[config.mk]
export PLATFORM = sky130hd
export DESIGN_NAME = fp_status_ctrl
export DESIGN_NICKNAME = d
export VERILOG_FILES = /design/src/rtl/fpsc_pkg.sv /design/src/rtl/fpsc_word.sv /design/src/rtl/fpsc_sticky.sv /design/src/rtl/fpsc_rnd_ctrl.sv /design/src/rtl/fp_status_ctrl.sv
export SDC_FILE = /design/constraint.sdc
export NUM_CORES = 1
export LEC_CHECK = 0
export BUFFER_PORTS_ARGS = -buffer_cell sky130_fd_sc_hd__buf_4
export CELL_PAD_IN_SITES_DETAIL_PLACEMENT = 1
export CELL_PAD_IN_SITES_GLOBAL_PLACEMENT = 2
export CORE_ASPECT_RATIO = 0.6
export CORE_MARGIN = 1.5
export CORE_UTILIZATION = 21
export DETAILED_ROUTE_END_ITERATION = 8
export PLACE_DENSITY = 0.89
export SLEW_MARGIN = 15
export SYNTH_ARGS = -nofsm -noshare
export SYNTH_HDL_FRONTEND = slang
export SYNTH_SLANG_ARGS = --single-unit
[constraint.sdc]
create_clock -name clk -period 2.3 [get_ports clk]
set_clock_uncertainty 0.15 [all_clocks]
set_input_delay 0.345 -clock clk [delete_from_list [all_inputs] [get_ports clk]]
set_output_delay 0.345 -clock clk [all_outputs]
set_load 0.05 [all_outputs]
[src/rtl/fpsc_pkg.sv]
package fpsc_pkg;

    localparam int WORD_W    = 32;
    localparam int FLAG_W    = 5;
    localparam int RND_W     = 3;
    localparam int RND_LSB   = 25;
    localparam int TRAP_LSB  = 8;
    localparam int COND_BIT  = 29;
    localparam int RND_MODES = 4;

    localparam logic [WORD_W-1:0] WMASK_DEF = 32'h2E00_1F00;

    typedef enum logic [1:0] {
        RM_NEAREST = 2'd0,
        RM_ZERO    = 2'd1,
        RM_POS     = 2'd2,
        RM_NEG     = 2'd3
    } rnd_mode_e;

    typedef struct packed {
        logic      ok;
        rnd_mode_e mode;
    } rnd_dec_t;

    typedef struct packed {
        logic invalid;
        logic divzero;
        logic overflow;
        logic underflow;
        logic inexact;
    } exc_flags_t;

    function automatic rnd_dec_t decode_rnd(input logic [RND_W-1:0] code);
        rnd_dec_t d;
        d.ok   = 1'b1;
        d.mode = RM_NEAREST;
        case (code)
            3'd0:    d.mode = RM_NEAREST;
            3'd1:    d.mode = RM_ZERO;
            3'd2:    d.mode = RM_POS;
            3'd3:    d.mode = RM_NEG;
            default: d.ok   = 1'b0;
        endcase
        return d;
    endfunction

endpackage

[src/rtl/fpsc_word.sv]
module fpsc_word
    import fpsc_pkg::*;
#(
    parameter logic [WORD_W-1:0] WRITE_MASK = WMASK_DEF
) (
    input  logic              clk,
    input  logic              rst,
    input  logic              wr_en,
    input  logic [WORD_W-1:0] wr_data,
    input  logic              cmp_vld,
    input  logic              cmp_cond,
    output logic [WORD_W-1:0] word_q
);

    logic [WORD_W-1:0] word_d;

    always_comb begin
        word_d = word_q;
        if (wr_en) begin
            word_d = wr_data & WRITE_MASK;
        end else if (cmp_vld) begin
            word_d[COND_BIT] = cmp_cond & WRITE_MASK[COND_BIT];
        end
    end

    always_ff @(posedge clk) begin
        if (rst) begin
            word_q <= '0;
        end else begin
            word_q <= word_d;
        end
    end

endmodule

[src/rtl/fpsc_sticky.sv]
module fpsc_sticky
    import fpsc_pkg::*;
(
    input  logic              clk,
    input  logic              rst,
    input  logic              wr_en,
    input  logic [FLAG_W-1:0] load_val,
    input  logic              exc_vld,
    input  logic [FLAG_W-1:0] exc_set,
    output logic [FLAG_W-1:0] acc_q
);

    for (genvar i = 0; i < FLAG_W; i++) begin : g_flag
        always_ff @(posedge clk) begin
            if (rst) begin
                acc_q[i] <= 1'b0;
            end else if (wr_en) begin
                acc_q[i] <= load_val[i];
            end else if (exc_vld && exc_set[i]) begin
                acc_q[i] <= 1'b1;
            end
        end
    end

endmodule

[src/rtl/fpsc_rnd_ctrl.sv]
module fpsc_rnd_ctrl
    import fpsc_pkg::*;
(
    input  logic                 clk,
    input  logic                 rst,
    input  logic                 wr_en,
    input  logic [RND_W-1:0]     new_code,
    input  logic [RND_W-1:0]     old_code,
    output logic [RND_MODES-1:0] sel_q,
    output logic                 unsup_q
);

    rnd_dec_t             dec;
    logic                 changed;
    logic [RND_MODES-1:0] sel_d;

    assign dec     = decode_rnd(new_code);
    assign changed = wr_en && (new_code != old_code);

    for (genvar m = 0; m < RND_MODES; m++) begin : g_sel
        assign sel_d[m] = (int'(dec.mode) == m);
    end

    always_ff @(posedge clk) begin
        if (rst) begin
            sel_q   <= RND_MODES'(1);
            unsup_q <= 1'b0;
        end else begin
            unsup_q <= changed && !dec.ok;
            if (changed && dec.ok) begin
                sel_q <= sel_d;
            end
        end
    end

endmodule

[src/rtl/fp_status_ctrl.sv]
module fp_status_ctrl
    import fpsc_pkg::*;
#(
    parameter logic [31:0] WRITE_MASK = WMASK_DEF
) (
    input  logic        clk,
    input  logic        rst,
    input  logic        wr_en,
    input  logic [31:0] wr_data,
    output logic [31:0] rd_data,
    input  logic        exc_vld,
    input  logic [4:0]  exc_set,
    input  logic        cmp_vld,
    input  logic        cmp_cond,
    output logic [3:0]  rnd_sel,
    output logic        rnd_unsup
);

    logic [WORD_W-1:0] word_q;
    logic [FLAG_W-1:0] acc_q;
    exc_flags_t        flags;

    fpsc_word #(.WRITE_MASK(WRITE_MASK)) u_word (
        .clk      (clk),
        .rst      (rst),
        .wr_en    (wr_en),
        .wr_data  (wr_data),
        .cmp_vld  (cmp_vld),
        .cmp_cond (cmp_cond),
        .word_q   (word_q)
    );

    fpsc_sticky u_sticky (
        .clk      (clk),
        .rst      (rst),
        .wr_en    (wr_en),
        .load_val (wr_data[TRAP_LSB +: FLAG_W]),
        .exc_vld  (exc_vld),
        .exc_set  (exc_set),
        .acc_q    (acc_q)
    );

    fpsc_rnd_ctrl u_rnd (
        .clk      (clk),
        .rst      (rst),
        .wr_en    (wr_en),
        .new_code (wr_data[RND_LSB +: RND_W]),
        .old_code (word_q[RND_LSB +: RND_W]),
        .sel_q    (rnd_sel),
        .unsup_q  (rnd_unsup)
    );

    assign flags   = exc_flags_t'(acc_q);
    assign rd_data = word_q | {{(WORD_W-FLAG_W){1'b0}}, flags};

endmodule

# Yosys cells after proc, flatten, opt, wreduce, memory -nomap -nowiden

Cells that the tools add are included.

ROM bits: 0
Flip-flop bits (word level): 19
Memory bits (writable): 0
Bits in latches: 0
Memories: 0
Input bits: 43

Divide/modulo/power cells: 0
Equal/unequal tests: 7
Add/subtract/negate cells: 0
Reductions and logical operators: 18
Mux-type cells: 14
Shifts and indexed selects: 0
Bitwise gates (word level): 1
Multipliers: 0
Magnitude comparators: 0

Operators by type and width:

| kind                                           | count |
|---|---|
| bitwise OR 30 x 5 -> 30 bit                    | 1 |
| two-way mux 1 bit                              | 13 |
| nonzero test 2 bit                             | 6 |
| logical AND 1 bit                              | 8 |
| == test 3 x 2 -> 1 bit (second input constant) | 2 |
| case mux 2 bit (3 select lines)                | 1 |
| == test 2 bit (second input constant)          | 2 |
| OR reduction 4 bit                             | 1 |
| == test 3 x 1 -> 1 bit (second input constant) | 1 |
| logical NOT 3 bit                              | 1 |
| inequality test 3 bit                          | 1 |
| == test 2 x 1 -> 1 bit (second input constant) | 1 |
| logical NOT 2 bit                              | 1 |
| logical NOT 1 bit                              | 1 |

# Depth between registers and ports, before layout

Gate-level depths: netlist of run 1.

Word-level depth: 5
Mapped depth: 4

# Hierarchy

A second synthesis of run 1 with hierarchy kept.

Cell total of the unflattened synthesis: 108
Area, all modules: 1,067.3 um^2

By module, submodules not included:

| module         | cells each | instances | area each (um^2) |
|---|---|---|---|
| fpsc_word      | 55         | 1         | 521.8 |
| fpsc_rnd_ctrl  | 27         | 1         | 271.5 |
| fpsc_sticky    | 21         | 1         | 242.7 |
| fp_status_ctrl | 5          | 1         | 31.3 |

# Worst setup path after synthesis of run 1

OpenSTA, ideal clock, no wires.

Path kind: register -> register
Start: reg u_word.word_q[27]
End: reg u_rnd.sel_q[2]
Required time: 2.085 ns
Setup slack: 0.666 ns
Stages on the path, launching flop included: 4
Path buffers: 0
Arrival: 1.420 ns
Cells stage by stage: dfxtp_1 -> inv_1 -> or4_1 -> nand4_1

Longest elaborated chain between the ends: 3

Ends and longest elaborated chain:

| element                  | line                | text |
|---|---|---|
| start: declaration       | fpsc_word.sv:12     | `output logic [WORD_W-1:0] word_q` |
| start signal: assignment | fpsc_word.sv:30     | `word_q <= word_d;` |
| inequality test 3 bit    | fpsc_rnd_ctrl.sv:18 | `assign changed = wr_en && (new_code != old_code);` |
| logical AND 1 bit        | fpsc_rnd_ctrl.sv:18 |  |
| logical AND 1 bit        | fpsc_rnd_ctrl.sv:30 | `if (changed && dec.ok) begin` |
| end signal: assignment   | fpsc_rnd_ctrl.sv:31 | `sel_q <= sel_d;` |
| end: declaration         | fpsc_rnd_ctrl.sv:9  | `output logic [RND_MODES-1:0] sel_q,` |

No other way between the ends.
A chain may end at the register's enable or synchronous reset.

# Worst setup path after layout of run 1

Start: reg u_word.word_q[27]
End: out rd_data[27]

Longest elaborated chain between the ends: 1

Ends and longest elaborated chain:

| element                     | line                 | text |
|---|---|---|
| bitwise OR 30 x 5 -> 30 bit | fp_status_ctrl.sv:54 | `assign rd_data = word_q \| {{(WORD_W-FLAG_W){1'b0}}, flags};` |
| end: declaration            | fp_status_ctrl.sv:10 | `output logic [31:0] rd_data,` |

No other way between the ends.

==> metrics.md, run 1 <==
| Metric | Value |
|---|---|
| Main synth FF type | dfxtp_1 |
| Postcts setup bufs | 0 |
| Worst Path Arrival | 1.03 ns |
| CP Capture Type | output port |
| Post-synthesis adder-cell area fraction | 0 |
| Yosys cell types | 32 |
| Sw Pwr | between 300 and 400 uW |
| All-layer global routing usage | 0.0985 |
| Post-Syn Area | about 1000 um^2 |
| Clock Power Share | 0.271 |
| Top delay family on crit path | flip-flops |
| Sink Count | 19 |
| Die height | 57.2 um |
| CTS tree | yes |
| Placed Area | 1290 um^2 |
| Part of the power in registers | 0.416 |
| IO buf count | 38 |
| Rows | 19 |
| Post-synth EDFFs | 0 |
| Simple-Gate Fraction of Synth Area | 0.202 |
| Vias in the first global route | 806 |
| Required @ worst endpoint | 1.80 ns |
| H-Tree Depth | 1 |
| First-pass GRT wire length | 4060 um |
| WL final | 2530 um |
| Post-synthesis register bit count | 19 |
| Final instance area | approximately 1300 um^2 |
| IO Count | 80 |
| Final global-route overflow total | 0 |
| Starting Density | 0.222 |
| GPL Wtd Cong | 0.702 |
| Diodes inserted | 0 |
| Num CTS Buffers | 3 |
| Drt wl/cell | between 10 and 15 um |
| Fin crit period | 1.52 ns |
| Number of setup violations in the final report | 0 |
| Final period util | 0.662 |
| Crit Path Max Fanout | 9 |
| Residual DRC | 0 |
| CP bufs+invs | 1 |
| Power per Cell Area | 657 nW/um^2 |
| Hpwl dp | 1960 um |
| Run status | finished, final reports clean |
| CORE AREA | 4640 um^2 |
| Dpl cells | 207 |
| Share of layout cells above drive strength 1 | 0.297 |
| Combinational power share | 0.313 |
| DR iter-0 viols | 39 |
| Worst VDD drop | 0.245 mV |
| Leakage | 0.000609 uW |
| Area of the die | 5350 um^2 |
| Crit-path max cell delay | a little over 0.5 ns |
| Synth async-reset ratio | 0 |
| Clk_lat worst skew | approximately 0.26 ns |
| Switching Share | 0.373 |
| Vias post-DR | 841 |
| Post-Layout Cell Count | 211 |
| Top cells by area, synth | dfxtp_1 (37%), buf_4 (14%), mux2i_1 (7.8%) |
| Critical-path top delay cell | dfxtp_1 |
| Layout area overhead | 29.9% |
| Max-slew violations | 0 |
| Post-synthesis compound-gate area fraction | 0.117 |
| Crit Path Category | reg -> out |
| Initial antenna violation count | 0 |
| Synthesis Warnings | 0 |
| Cell breakdown of the critical path | buf_4 |
| Hold Vio Cnt, Final | 0 |
| CTS root buf | clkbuf_8 |
| CTS resizes | 0 |
| Share of the synthesized area in the top cell type | 0.369 |
| Clock buffer depth | 2 |
| Max-Cap Viols | 0 |
| Routed Antenna Nets | 0 |
| Final nets | 192 |
| Yosys top cell by area | dfxtp_1 |
| RSZ-0062 raised after global routing | no |
| Hold-fix buffers, CTS | 0 |
| Vias per Instance | 3.99 |
| Clock slew seen by the registers of the worst setup and hold paths | 0.08 ns |
| TNS Setup | 0 ns |
| Mux contribution to synthesized area | 0.0887 |
| Drt first pass iters | 4 |
| Die Wd | 93.4 um |
| Setup crit start kind | flop |
| Largest family of logic cells by synthesized area | simple AND/OR/NAND/NOR gates |
| XOR/XNOR Fraction of Synth Area | 0.0486 |
| Largest net degree at the start of global routing | 24 |
| Seq/Total Area, Yosys | 0.369 |
| Post-Synthesis Cells | 113 |
| Cell internal pwr | between 500 and 600 uW |
| Max Fclk | between 600 and 700 MHz |
| Worst hold path class | in -> reg |
| Syn Area/Cell | 9.11 um^2 |
==> layout make-up <==
cell class	count	area (um^2)
Fill cell	563	3300
Sequential cell	19	380
Inverter	3	11.3
Timing Repair Buffer	38	285
Multi-Input combinational cell	84	537
Tap cell	63	78.8
Clock buffer	4	45.0
==> power groups by stage <==
stage                     combinational (uW)  clock [uW]  sequential (uW)
after floorplan                          153           0              443
after global placement                   275           0              372
after detailed placement                 276           0              373
after CTS                                277         251              365
after global routing                     290         269              369
final                                    275         238              365
==> through the flow <==
step	total power (uW)	util	hold slack (ns)	worst slack, ns
2_1_floorplan	597	-	0.342	0.666
4_1_cts	893	0.289	0.172	0.767
3_3_place_gp	647	0.279	0.327	0.654
5_1_grt	928	0.289	0.175	0.682
6_report	878	0.289	0.174	0.777
3_5_place_dp	649	0.279	0.337	0.661
==> cell usage after synthesis (2+ instances only) <==
master,n
nand2b_1,3
nand3_1,6
inv_1,3
nor2_1,9
o2111ai_1,2
buf_4,19
nor2b_1,7
xor2_1,2
dfxtp_1,19
nor3b_1,3
nor3_1,5
xnor2_2,2
buf_2,2
a211oi_1,5
a32oi_1,2
mux2i_1,8
==> path summary, 6_finish.rpt <==
kind	from	endpoint	slack, ns	cells past startpoint
min reg2reg	u_rnd.sel_q[0]$_SDFFE_PP1P_	u_rnd.sel_q[0]$_SDFFE_PP1P_	0.34	2
max	u_word.word_q[27]$_SDFFE_PP0P_	rd_data[27]	0.78	1
max reg2reg	u_word.word_q[27]$_SDFFE_PP0P_	u_rnd.sel_q[2]$_SDFFE_PP0P_	0.85	3
min	wr_data[29]	u_word.word_q[29]$_SDFFE_PP0P_	0.17	3
==> cells by family after synthesis <==
group | after synthesis
xor gates and xnor gates | 4
DFF | 19
other | 1
muxes | 9
buffers and inverters | 27
AOI/OAI and AO/OA | 15
and+or+nand+nor | 38
==> cells in the final DEF (no fill, tap or decap) <==
master and count:
mux2i_1 8, o311ai_0 1, inv_1 3, nor3b_1 3, nor4bb_1 1, a32oi_1 2, and2_1 1, clkbuf_1 1
nand4_1 1, a211oi_1 5, dfxtp_1 19, nor2b_1 7, nand3_1 6, clkbuf_8 3, a2111o_1 1, a311oi_1 1
a21oi_1 1, o2111ai_1 2, nand2b_1 3, nand2_1 1, or4_1 1, a31oi_1 1, nor2_1 9, conb_1 18
buf_4 38, nor3_1 5, xor2_1 2, o211ai_1 1, mux2_2 1, xnor2_2 2
==> routing by layer <==
metal / up-vias / wire (um) / GRT usage
met2: 20 / 1040 / 0.139
met3: 2 / 116 / 0.0333
met1: 388 / 1350 / 0.143
met4: 0 / 21 / 0.0260
li1: 431 / - / -
met5: - / 0 / 0
==> flip-flops by register name (all words and copies together), names as in the netlist <==
register,cells
u_word.word_q,9
u_sticky.acc_q,5
u_rnd.sel_q,4
u_rnd.unsup_q,1
==> worst register-to-register path, stage by stage (launching register included) <==
cell and delay, ns:
dfxtp_1 0.51, inv_1 0.10, or4_1 0.53, nand4_1 0.11
Note: power is estimated with default switching activity, not from simulation.
==> run 2, diff against run 1 <==
--- a/config.mk
+++ b/config.mk
@@ -5,14 +5,15 @@
 export SDC_FILE = /design/constraint.sdc
 export NUM_CORES = 1
 export LEC_CHECK = 0
+export ABC_AREA = 1
 export BUFFER_PORTS_ARGS = -buffer_cell sky130_fd_sc_hd__buf_4
 export CELL_PAD_IN_SITES_DETAIL_PLACEMENT = 1
 export CELL_PAD_IN_SITES_GLOBAL_PLACEMENT = 2
 export CORE_ASPECT_RATIO = 0.6
 export CORE_MARGIN = 1.5
-export CORE_UTILIZATION = 21
+export CORE_UTILIZATION = 17
 export DETAILED_ROUTE_END_ITERATION = 8
-export PLACE_DENSITY = 0.89
+export PLACE_DENSITY = 0.83
 export SLEW_MARGIN = 15
 export SYNTH_ARGS = -nofsm -noshare
 export SYNTH_HDL_FRONTEND = slang
==> constraint.sdc (replaced) <==
create_clock -name clk -period 1.5 [get_ports clk]
set_clock_uncertainty 0.15 [all_clocks]
set_input_delay 0.225 -clock clk [delete_from_list [all_inputs] [get_ports clk]]
set_output_delay 0.225 -clock clk [all_outputs]
set_load 0.05 [all_outputs]
==> metrics.md, run 2 <==
| Metric | Value |
|---|---|
| Length in cells of the worst reg-to-reg path | 6 |
| Clock slew seen by the registers of the worst setup and hold paths | 0.08 ns |
| Largest net degree at the start of global routing | 13 |
| Residual DRC | 0 |
| Drt first pass iters | 4 |
| CTS resizes | 0 |
| Crit-path max cell delay | 0.42 ns |
| Multi-input logic area | 409 um^2 |
| Synthesis Warnings | 0 |
| Worst VDD drop | 0.335 mV |
| Critical-path top delay cell | dfxtp_1 |
| Required @ worst endpoint | 1.12 ns |
| Setup crit start kind | flop |
| Die height | 60.3 um |
| Seq/Total Area, Yosys | 0.409 |
| Top flop regs | u_word.word_q: 9 flops, u_sticky.acc_q: 5 flops, u_rnd.sel_q: 4 flops |
| Clk_lat worst skew | 0.26 ns |
| Worst hold margin | 0.0213 ns |
| Worst hold path class | in -> reg |
| DR iter-0 viols | 23 |
| Crit Path Max Fanout | 3 |
| FF/Latch Area | 380 um^2 |
| Max-slew violations | 0 |
| Area of the die | 5940 um^2 |
| Main synth FF type | dfxtp_1 |
| Drt wl/cell | 10.4 um |
| Crit path launch | u_word.word_q[26]$_SDFFE_PP0P_ |
| Worst Path Arrival | 0.91 ns |
| IO Count | 80 |
| Clock buffer depth | 2 |
| Final instance area | 1270 um^2 |
| Fin crit period | 1.29 ns |
| Max reg flops | 9 |
| Yosys cell types | 20 |
| First-pass GRT wire length | approximately 4000 um |
| Vias post-DR | around 840 |
| Crit path capture | rd_data[26] |
| Share of the synthesized area in the top cell type | 0.409 |
| CORE AREA | between 5000 and 6000 um^2 |
| Crit Path Category | reg -> out |
| Run status | finished, final reports clean |
| Filler cells | 675 |
| Leakage | 0.000653 uW |
| TNS Setup | 0 ns |
| Num CTS Buffers | 3 |
| Post-synth top cells | nand2_1 (24), dfxtp_1 (19), nor2_1 (19), buf_4 (18), inv_1 (10) |
| Vias in the first global route | 833 |
| Post-synth EDFFs | 0 |
| Max Fclk | 775 MHz |
| Postcts setup bufs | 0 |
| IO buf count | 38 |
| Worst reg2reg startpoint | u_word.word_q[26]$_SDFFE_PP0P_ |
| H-Tree Depth | 1 |
| Power per Cell Area | 1060 nW/um^2 |
| CP bufs+invs | 1 |
| Post-synthesis register bit count | 19 |
| CTS tree | yes |
| Top delay family on crit path | flip-flops |
| Post-layout util | 0.247 |
| Post-Synthesis Cells | 125 |
| All-layer global routing usage | 0.0886 |
| CP Capture Type | output port |
| Hold Vio Cnt, Final | 0 |
| Routed Antenna Nets | 0 |
| Commonest non-fill, non-tap cell in the layout | buf_4 |
| RSZ-0062 raised after global routing | no |
| Post-Syn Area | 931 um^2 |
| Top cells by area, synth | dfxtp_1 (41%), buf_4 (15%), nand2_1 (9.7%) |
| Hold-fix buffers, CTS | 0 |
| Placed Area | around 1200 um^2 |
| Worst path depth | 1 |
| Rows | 20 |
| Vias per Instance | 3.63 |
| Most frequent cell after synthesis | nand2_1 |
| Share of layout cells above drive strength 1 | 0.307 |
| WL final | 2420 um |
| Most flops, register | u_word.word_q |
| Final period util | 0.860 |
| R2r setup slk | 0.29 ns |
| CTS root buf | clkbuf_8 |
| GPL Wtd Cong | 0.690 |
| Cell breakdown of the critical path | buf_4 |
| Hpwl dp | 1940 um |
| Reg-to-reg endpoint | u_rnd.sel_q[2]$_SDFFE_PP0P_ |
| Max-Cap Viols | 0 |
| Number of setup violations in the final report | 0 |
| Layout area overhead | 36.8% |
| Synth async-reset ratio | 0 |
| Final nets | 210 |
| Sink Count | 19 |
| Final global-route overflow total | 0 |
| Die Wd | 98.5 um |
| Syn Area/Cell | 7.45 um^2 |
| Initial antenna violation count | 0 |
| Most frequent cells in the layout | buf_4 (41), nand2_1 (24), nor2_1 (19), dfxtp_1 (19), conb_1 (18) |
| Yosys top cell by area | dfxtp_1 |
| Starting Density | 0.181 |
| Diodes inserted | 0 |
-- run 2: cell types whose count changed after synthesis, sizes merged, moves of 3 or more --
cell    previous run  this run
mux2i              8         0
nand2              1        25
nor2b              7         0
a211oi             5         1
nor3b              3         0
nor2               9        20
o21ai              0         8
a21oi              1         9
inv                3        13
nand2b             3         0
nor3               5         0
-- run 2: final cells by class --
type,count,share of cell area
clock buffer,4,0.0354
inverter,13,0.0383
multi-input combinational,89,0.321
sequential,19,0.299
tap,66,0.0648
timing repair buffer,41,0.242
-- run 2: cell families after synthesis --
| kind of cell | after synthesis | share of synthesized area |
|---|---|---|
| AO/OA/AOI/OAI | 20 | 0.116 |
| AND/OR/NAND/NOR | 50 | 0.234 |
| flip-flops | 19 | 0.409 |
| XOR/XNOR | 1 | 0.0175 |
| other | 1 | 0.00403 |
| buffers and inverters | 34 | 0.220 |
-- run 2: per-layer routing --
layer / up-vias / wire [um] / track usage
li1: 438 / - / -
met2: 28 / 954 / 0.138
met3: 2 / 148 / 0.0351
met4: 0 / 17 / 0.0181
met1: 373 / 1300 / 0.118
met5: - / 0 / 0
-- run 2: worst min-delay path by stage --
stage	cells past startpoint	to	start
6_report	2	u_sticky.acc_q[4]$_SDFFE_PP0P_	rst
5_1_grt	2	u_word.word_q[11]$_SDFFE_PP0P_	rst
4_1_cts	2	u_sticky.acc_q[4]$_SDFFE_PP0P_	rst
3_5_place_dp	2	u_word.word_q[12]$_SDFFE_PP0P_	rst
3_3_place_gp	2	u_sticky.acc_q[3]$_SDFFE_PP0P_	rst
2_1_floorplan	1	u_sticky.acc_q[3]$_SDFFE_PP0P_	rst
-- run 2: per-stage QoR --
step	total power, uW	worst slack, ns	cells
3_3_place_gp	1000	0.295	228
5_1_grt	1430	0.186	232
6_report	1350	0.210	232
3_5_place_dp	1010	0.289	228
4_1_cts	1380	0.195	232
2_1_floorplan	915	0.0615	142
-- run 2: where the power goes --
part	total [uW]	internal [uW]	switching, uW
Sequential	559	539	19.7
Clock	360	189	171
Combinational	432	117	315
==> run 3, diff against run 2 <==
--- a/config.mk
+++ b/config.mk
@@ -10,7 +10,7 @@
 export CELL_PAD_IN_SITES_DETAIL_PLACEMENT = 1
 export CELL_PAD_IN_SITES_GLOBAL_PLACEMENT = 2
 export CORE_ASPECT_RATIO = 0.6
-export CORE_MARGIN = 1.5
+export CORE_MARGIN = 3
 export CORE_UTILIZATION = 17
 export DETAILED_ROUTE_END_ITERATION = 8
 export PLACE_DENSITY = 0.83
==> metrics.md, run 3 (synthesized netlist as in run 2, its figures left out) <==
| Metric | Value |
|---|---|
| IO buf count | 38 |
| Critical-path top delay cell | dfxtp_1 |
| Power per Cell Area | around 1100 nW/um^2 |
| Diodes inserted | 0 |
| Crit Path Category | reg -> out |
| Top delay family on crit path | flip-flops |
| Max-slew violations | 0 |
| Vias in the first global route | ~850 |
| Clk_lat worst skew | 0.26 ns |
| Worst hold path class | in -> reg |
| Initial antenna violation count | 0 |
| Worst hold margin | 0.0205 ns |
| Final period util | 0.840 |
| Largest net degree at the start of global routing | 13 |
| Drt first pass iters | 4 |
| Placed Area | about 1200 um^2 |
| Die Wd | roughly 100 um |
| Run status | finished, final reports clean |
| CTS root buf | clkbuf_8 |
| CTS resizes | 0 |
| Die height | 63.3 um |
| Hold Vio Cnt, Final | 0 |
| Starting Density | 0.180 |
| Final instance area | 1270 um^2 |
| Setup crit start kind | flop |
| Crit Path Max Fanout | 3 |
| TNS Setup | 0 ns |
| CP bufs+invs | 1 |
| Worst Path Arrival | 0.89 ns |
| Filler cells | 650 |
| RSZ-0062 raised after global routing | no |
| DR iter-0 viols | 10 |
| Tot Pwr | roughly 1400 uW |
| Sink Count | 19 |
| CP Capture Type | output port |
| Postcts setup bufs | 0 |
| GPL Wtd Cong | 0.721 |
| Crit-path max cell delay | 0.40 ns |
| Vias post-DR | 822 |
| First-pass GRT wire length | approximately 4300 um |
| Top flop regs | u_word.word_q: 9 flops, u_sticky.acc_q: 5 flops, u_rnd.sel_q: 4 flops |
| Layout area overhead | 36.8% |
| Final global-route overflow total | 0 |
| Required @ worst endpoint | 1.12 ns |
| WL final | 2560 um |
| Most flops, register | u_word.word_q |
| Leakage | 0.000653 uW |
| Commonest non-fill, non-tap cell in the layout | buf_4 |
| Num CTS Buffers | 3 |
| Most frequent cells in the layout | buf_4 (41), nand2_1 (24), nor2_1 (19), dfxtp_1 (19), conb_1 (18) |
| Share of layout cells above drive strength 1 | 0.307 |
| All-layer global routing usage | 0.0859 |
| Rows | 20 |
| Vias per Instance | about 3.5 |
| Max reg flops | 9 |
| Hold-fix buffers, CTS | 0 |
| Residual DRC | 0 |
| Clock slew seen by the registers of the worst setup and hold paths | roughly 0.080 ns |
| Hpwl dp | 2000 um |
| Worst VDD drop | 0.261 mV |
| IO Count | 80 |
| Final nets | 210 |
| Drt wl/cell | 11.0 um |
| Area of the die | 6430 um^2 |
| Number of setup violations in the final report | 0 |
| CTS tree | yes |
| Clock buffer depth | 2 |
| Max-Cap Viols | 0 |
| Cell breakdown of the critical path | buf_4 |
| Fin crit period | 1.26 ns |
| H-Tree Depth | 1 |
| Post-layout util | 0.246 |
| CORE AREA | 5180 um^2 |
| Routed Antenna Nets | 0 |
| Max Fclk | 793 MHz |
[run 3: cell counts in the layout (fill, tap and decap cells not counted)]
No cell type changed its count.
[run 3: per-layer routing]
metal  routed length (um)  share of wire  vias up  global-route usage
met5                    0              0        -                   0
met4                   11         0.0043        0              0.0149
met3                  227          0.089        2              0.0409
met2                 1050           0.41       28               0.119
met1                 1280           0.50      357               0.121
li1                     -              -      435                   -
[run 3: layout make-up]
class / instances / area, um^2 / area share
sequential: 19 / 380 / 0.299
multi-input combinational: 89 / 409 / 0.321
clock buffer: 4 / 45.0 / 0.0354
timing repair buffer: 41 / 308 / 0.242
inverter: 13 / 48.8 / 0.0383
tap: 66 / 82.6 / 0.0648
[run 3: where the power goes]
part / internal, uW / total, uW / leakage [uW] / switching [uW]
registers: 539 / 559 / 0.000158 / 19.7
logic: 117 / 434 / 0.000473 / 317
clock network: 189 / 367 / 0.0000228 / 178
[run 3: through the flow]
stage          setup slack, ns  instances
6_report                 0.239        232
3_3_place_gp             0.292        228
3_5_place_dp             0.286        228
4_1_cts                  0.213        232
2_1_floorplan           0.0615        142
5_1_grt                  0.184        232
[run 3: path summary, 6_finish.rpt]
path	cells past startpoint	slack [ns]	startpoint	endpoint
max	1	0.24	u_word.word_q[26]$_SDFFE_PP0P_	rd_data[26]
min reg2reg	2	0.31	u_rnd.sel_q[0]$_SDFFE_PP1P_	u_rnd.sel_q[0]$_SDFFE_PP1P_
max reg2reg	6	0.33	u_word.word_q[26]$_SDFFE_PP0P_	u_rnd.sel_q[3]$_SDFFE_PP0P_
min	2	0.02	rst	u_word.word_q[12]$_SDFFE_PP0P_
